===== config.mk =====
export PLATFORM = sky130hd
export DESIGN_NAME = ns_ctrl_mask
export DESIGN_NICKNAME = d
export VERILOG_FILES = /design/src/rtl/nsmask_pkg.sv /design/src/rtl/ns_force_decode.sv /design/src/rtl/field_override.sv /design/src/rtl/ns_ctrl_mask.sv
export SDC_FILE = /design/constraint.sdc
export NUM_CORES = 1
export LEC_CHECK = 0
export CAP_MARGIN = 20
export CORE_AREA = 2 2 39 41
export DETAILED_ROUTE_END_ITERATION = 16
export DIE_AREA = 0 0 41 43
export PLACE_DENSITY_LB_ADDON = 0.08
export SYNTH_ARGS = -nofsm -noshare
export SYNTH_HDL_FRONTEND = slang
export SYNTH_SLANG_ARGS = --single-unit

===== constraint.sdc =====
create_clock -name vclk -period 0.8
set_clock_uncertainty 0.2 [all_clocks]
set_input_delay 0.12 -clock vclk [all_inputs]
set_output_delay 0.12 -clock vclk [all_outputs]
set_load 0.01 [all_outputs]

===== src/rtl/nsmask_pkg.sv =====
package nsmask_pkg;

    // One override condition per control group
    typedef struct packed {
        logic trc;
        logic simd;
        logic fp;
    } force_set_t;

    localparam int unsigned FIELD_CNT = 4;

endpackage


===== src/rtl/ns_force_decode.sv =====
module ns_force_decode
    import nsmask_pkg::*;
(
    input  logic       trc_off_i,
    input  logic       simd_off_i,
    input  logic       fp_ns_en_i,
    input  logic       nonsecure_i,
    output force_set_t cop_force_o,
    output force_set_t hyp_force_o
);

    force_set_t hyp_d;
    force_set_t cop_d;

    always_comb begin
        // Hypervisor trap overrides ignore the security state
        hyp_d.trc  = trc_off_i;
        hyp_d.simd = simd_off_i;
        hyp_d.fp   = ~fp_ns_en_i;
        // Coprocessor overrides only take effect when Non-secure
        cop_d.trc  = hyp_d.trc  & nonsecure_i;
        cop_d.simd = hyp_d.simd & nonsecure_i;
        cop_d.fp   = hyp_d.fp   & nonsecure_i;
    end

    assign cop_force_o = cop_d;
    assign hyp_force_o = hyp_d;

endmodule


===== src/rtl/field_override.sv =====
module field_override #(
    parameter int unsigned     W         = 1,
    parameter logic [W-1:0]    FORCE_VAL = '0
) (
    input  logic         force_i,
    input  logic [W-1:0] stored_i,
    output logic [W-1:0] eff_o,
    output logic         wen_o
);

    always_comb begin
        eff_o = force_i ? FORCE_VAL : stored_i;
        wen_o = ~force_i;
    end

endmodule


===== src/rtl/ns_ctrl_mask.sv =====
module ns_ctrl_mask
    import nsmask_pkg::*;
#(
    parameter int unsigned ACC_W = 2
) (
    input  logic             trc_off_i,
    input  logic             simd_off_i,
    input  logic             fp_ns_en_i,
    input  logic             nonsecure_i,
    input  logic             cop_trc_dis_i,
    input  logic             cop_simd_dis_i,
    input  logic [ACC_W-1:0] cop_acc11_i,
    input  logic [ACC_W-1:0] cop_acc10_i,
    input  logic             hyp_trc_trap_i,
    input  logic             hyp_simd_trap_i,
    input  logic             hyp_trap11_i,
    input  logic             hyp_trap10_i,
    output logic             cop_trc_dis_o,
    output logic             cop_simd_dis_o,
    output logic [ACC_W-1:0] cop_acc11_o,
    output logic [ACC_W-1:0] cop_acc10_o,
    output logic [3:0]       cop_wen_o,
    output logic             hyp_trc_trap_o,
    output logic             hyp_simd_trap_o,
    output logic             hyp_trap11_o,
    output logic             hyp_trap10_o,
    output logic [3:0]       hyp_wen_o
);

    localparam logic [ACC_W-1:0] ACC_DENY = '0;

    force_set_t cop_force;
    force_set_t hyp_force;

    ns_force_decode u_decode (
        .trc_off_i   (trc_off_i),
        .simd_off_i  (simd_off_i),
        .fp_ns_en_i  (fp_ns_en_i),
        .nonsecure_i (nonsecure_i),
        .cop_force_o (cop_force),
        .hyp_force_o (hyp_force)
    );

    // Coprocessor access register fields
    field_override #(.W(1), .FORCE_VAL(1'b1)) u_cop_trc (
        .force_i (cop_force.trc), .stored_i (cop_trc_dis_i),
        .eff_o (cop_trc_dis_o), .wen_o (cop_wen_o[3])
    );
    field_override #(.W(1), .FORCE_VAL(1'b1)) u_cop_simd (
        .force_i (cop_force.simd), .stored_i (cop_simd_dis_i),
        .eff_o (cop_simd_dis_o), .wen_o (cop_wen_o[2])
    );
    field_override #(.W(ACC_W), .FORCE_VAL(ACC_DENY)) u_cop_acc11 (
        .force_i (cop_force.fp), .stored_i (cop_acc11_i),
        .eff_o (cop_acc11_o), .wen_o (cop_wen_o[1])
    );
    field_override #(.W(ACC_W), .FORCE_VAL(ACC_DENY)) u_cop_acc10 (
        .force_i (cop_force.fp), .stored_i (cop_acc10_i),
        .eff_o (cop_acc10_o), .wen_o (cop_wen_o[0])
    );

    // Hypervisor trap register fields: all single bits forced to one
    logic [FIELD_CNT-1:0] hyp_stored;
    logic [FIELD_CNT-1:0] hyp_frc;
    logic [FIELD_CNT-1:0] hyp_eff;

    assign hyp_stored = {hyp_trc_trap_i, hyp_simd_trap_i, hyp_trap11_i, hyp_trap10_i};
    assign hyp_frc    = {hyp_force.trc, hyp_force.simd, hyp_force.fp, hyp_force.fp};

    for (genvar i = 0; i < FIELD_CNT; i++) begin : g_hyp
        field_override #(.W(1), .FORCE_VAL(1'b1)) u_hyp (
            .force_i  (hyp_frc[i]),
            .stored_i (hyp_stored[i]),
            .eff_o    (hyp_eff[i]),
            .wen_o    (hyp_wen_o[i])
        );
    end

    assign {hyp_trc_trap_o, hyp_simd_trap_o, hyp_trap11_o, hyp_trap10_o} = hyp_eff;

    // Checks relating ports across the submodules
    always_comb begin
        if (nonsecure_i && trc_off_i)
            p_cop_trc_forced_r1: assert (cop_trc_dis_o && !cop_wen_o[3])
                else $error("R1 cop trace not forced");
        if (trc_off_i)
            p_hyp_trc_forced_r2: assert (hyp_trc_trap_o && !hyp_wen_o[3])
                else $error("R2 hyp trace not forced");
        if (nonsecure_i && simd_off_i)
            p_cop_simd_forced_r3: assert (cop_simd_dis_o && !cop_wen_o[2])
                else $error("R3 cop simd not forced");
        if (simd_off_i)
            p_hyp_simd_forced_r4: assert (hyp_simd_trap_o && !hyp_wen_o[2])
                else $error("R4 hyp simd not forced");
        if (nonsecure_i && !fp_ns_en_i)
            p_cop_acc_deny_r5: assert (cop_acc11_o == '0 && cop_acc10_o == '0
                                       && cop_wen_o[1:0] == 2'b00)
                else $error("R5 cop access not denied");
        if (!fp_ns_en_i)
            p_hyp_cp_trap_r6: assert (hyp_trap11_o && hyp_trap10_o && hyp_wen_o[1:0] == 2'b00)
                else $error("R6 hyp cp traps not forced");
        if (!nonsecure_i)
            p_secure_pass_r7: assert (cop_wen_o == 4'hF && cop_trc_dis_o == cop_trc_dis_i
                                      && cop_simd_dis_o == cop_simd_dis_i
                                      && cop_acc11_o == cop_acc11_i && cop_acc10_o == cop_acc10_i)
                else $error("R7 secure coprocessor fields altered");
        if (fp_ns_en_i)
            p_acc_pass_r8: assert (cop_acc11_o == cop_acc11_i && cop_acc10_o == cop_acc10_i)
                else $error("R8 access field not passed");
        p_wen_consistent_r10: assert (!(hyp_wen_o[3] && hyp_trc_trap_o != hyp_trc_trap_i)
                                      && !(hyp_wen_o[0] && hyp_trap10_o != hyp_trap10_i)
                                      && !(cop_wen_o[1] && cop_acc11_o != cop_acc11_i))
            else $error("R10 writable field differs from stored");
    end

endmodule


==> metrics <==
routed vias/inst=3.609; Syn-to-layout area delta=200.8%; peak supply drop=0.0001522 V; fmax=1066 MHz; Final Setup Violations=10; Multi-input gate area=131.4 µm²; die width=41 µm; Worst setup SP type=input port; # rows=14; Static Leakage=0.2509 nW; top sig layer=met3; per-cell routed wire length=10.08 µm; RSZ-0062 raised after global routing=true; Iter 0 DRT Violations=1; fillers=159; ant diodes=0; M1 WL=157 µm; number of nets with antenna violations after routing=0; worst min path class=input port to primary output; register area share after synthesis=0%; critical path class=input port to primary output; cell taking the most area after synthesis=buf_4; Port Buffers=32; Slew Limit Fails=0; worst setup margin=-0.1385 ns; first-pass GRT wire length=807 µm; Syn Nets=37; vias in the first global route=216; gp weighted congestion=0.5202; Commonest cells post-synth=buf_4, and2_1, nand2b_1; synthesized area=151.4 µm²; count leader, synth=buf_4; Pre-Repair DR Iteration Count=3; Pwr Density=561.2 nW/µm²; Tcrit/Tclk final=117.3%; hold buffers post-CTS=0; share of cells above drive strength 1=79.17%; Total GRT Usage=6.194%; initial antenna violation count=0; Worst Path Max Fanout=6; cells after synthesis=23; number of remaining DRC errors=0; largest net degree at the start of global routing=7; Setup crit end kind=primary output; met3 WL=125 µm; failing checks=negative setup slack; num sequential=0; core box area=1384 µm²; Congestion Overflow GR=0; register area=0 µm²; top-level port count=32; mean area per synthesized cell=6.582 µm²; Worst slew margin=94.83%; clkbuf count=0; status=complete, but fails checks; Synth top area share=39.67%; Die Area=1763 µm²; nets@finish=64; worst slew pin tran=0.07757 ns; top post-synthesis cells by area=buf_4, and2_1, nand2b_1; Initial Util=10.94%; DP HPWL=538.8 µm; Post-Place Worst Slack=-0.9457 ns; Final min period=0.9385 ns; WL final=645 µm; vias=231; Die Height=43 µm; WP data required=0.48 ns; # Post-CTS Setup Buffers=0; number of hold violations in the final report=0; final core occ=32.91%; WP data arrival=0.62 ns; Max-cap violations=0; Synth cell types=7; synthesis warning total=0; WL met2=362 µm
-- where the power goes --
part	total (mW)	internal, mW	switching (mW)
Sequential	0	0	0
Combinational	0.256	0.163	0.0923
Clock	0	0	0
Total	0.256	0.163	0.0923
-- placed cells by master (no fill, tap or decap) --
cell type / netlist / routed
buf_8: 0 / 2
buf_2: 0 / 11
nand2_4: 0 / 2
inv_1: 2 / 2
or2_1: 2 / 2
dlygate4sd2_1: 0 / 3
buf_4: 8 / 1
clkdlybuf4s15_1: 0 / 2
nand2b_4: 1 / 4
nand2b_1: 4 / 1
buf_6: 0 / 14
and2_4: 0 / 4
-- stage by stage --
stage          hold slack [ns]  power (mW)  TNS, ns  instances  cell area [µm²]
3_3_place_gp             1.026      0.2389   -14.84         64            439.2
4_1_cts                 0.2912      0.2160  -0.8720         64            399.1
5_1_grt                 0.2880      0.2743   -1.021         64            455.4
2_1_floorplan           0.1144     0.09039        0         23            151.4
6_report                0.2718      0.2556  -0.8365         64            455.4
3_5_place_dp             1.024      0.2411   -14.91         64            439.2
-- cells by family after synthesis --
kind of cell           Yosys count  share of synthesized area, %
buffers and inverters           10                         44.63
AND/OR/NAND/NOR                 13                         55.37
-- critical path, stage by stage --
cell      delay (ns)
buf_6           0.09
nand2b_4        0.15
and2_4          0.14
buf_6           0.11
-- final timing paths --
path,slack [ns],depth (start not counted),from,to
worst max-delay path,-0.14,4,fp_ns_en_i,cop_acc11_o[0]
worst min-delay path,0.27,3,simd_off_i,hyp_wen_o[2]
-- final cells by class --
type / instances / share of cell area, %
Tap cell: 16 / 4.396
Timing Repair Buffer: 33 / 65.11
Multi-Input combinational cell: 13 / 28.85
Inverter: 2 / 1.648
-- per-layer routing --
layer,up-vias,GRT usage [%]
met3,0,0.5236
met4,0,0
li1,109,-
met5,-,0
met1,100,4.114
met2,22,15.00
-- timing repair --
action / 4_1_cts / 5_1_grt
endpoints found under the setup margin: 18 / 16
gates resized for setup: 125 / 15
cloned: 0 / 0
pin swaps: 8 / 2
Note: power is estimated with default switching activity, not from simulation.
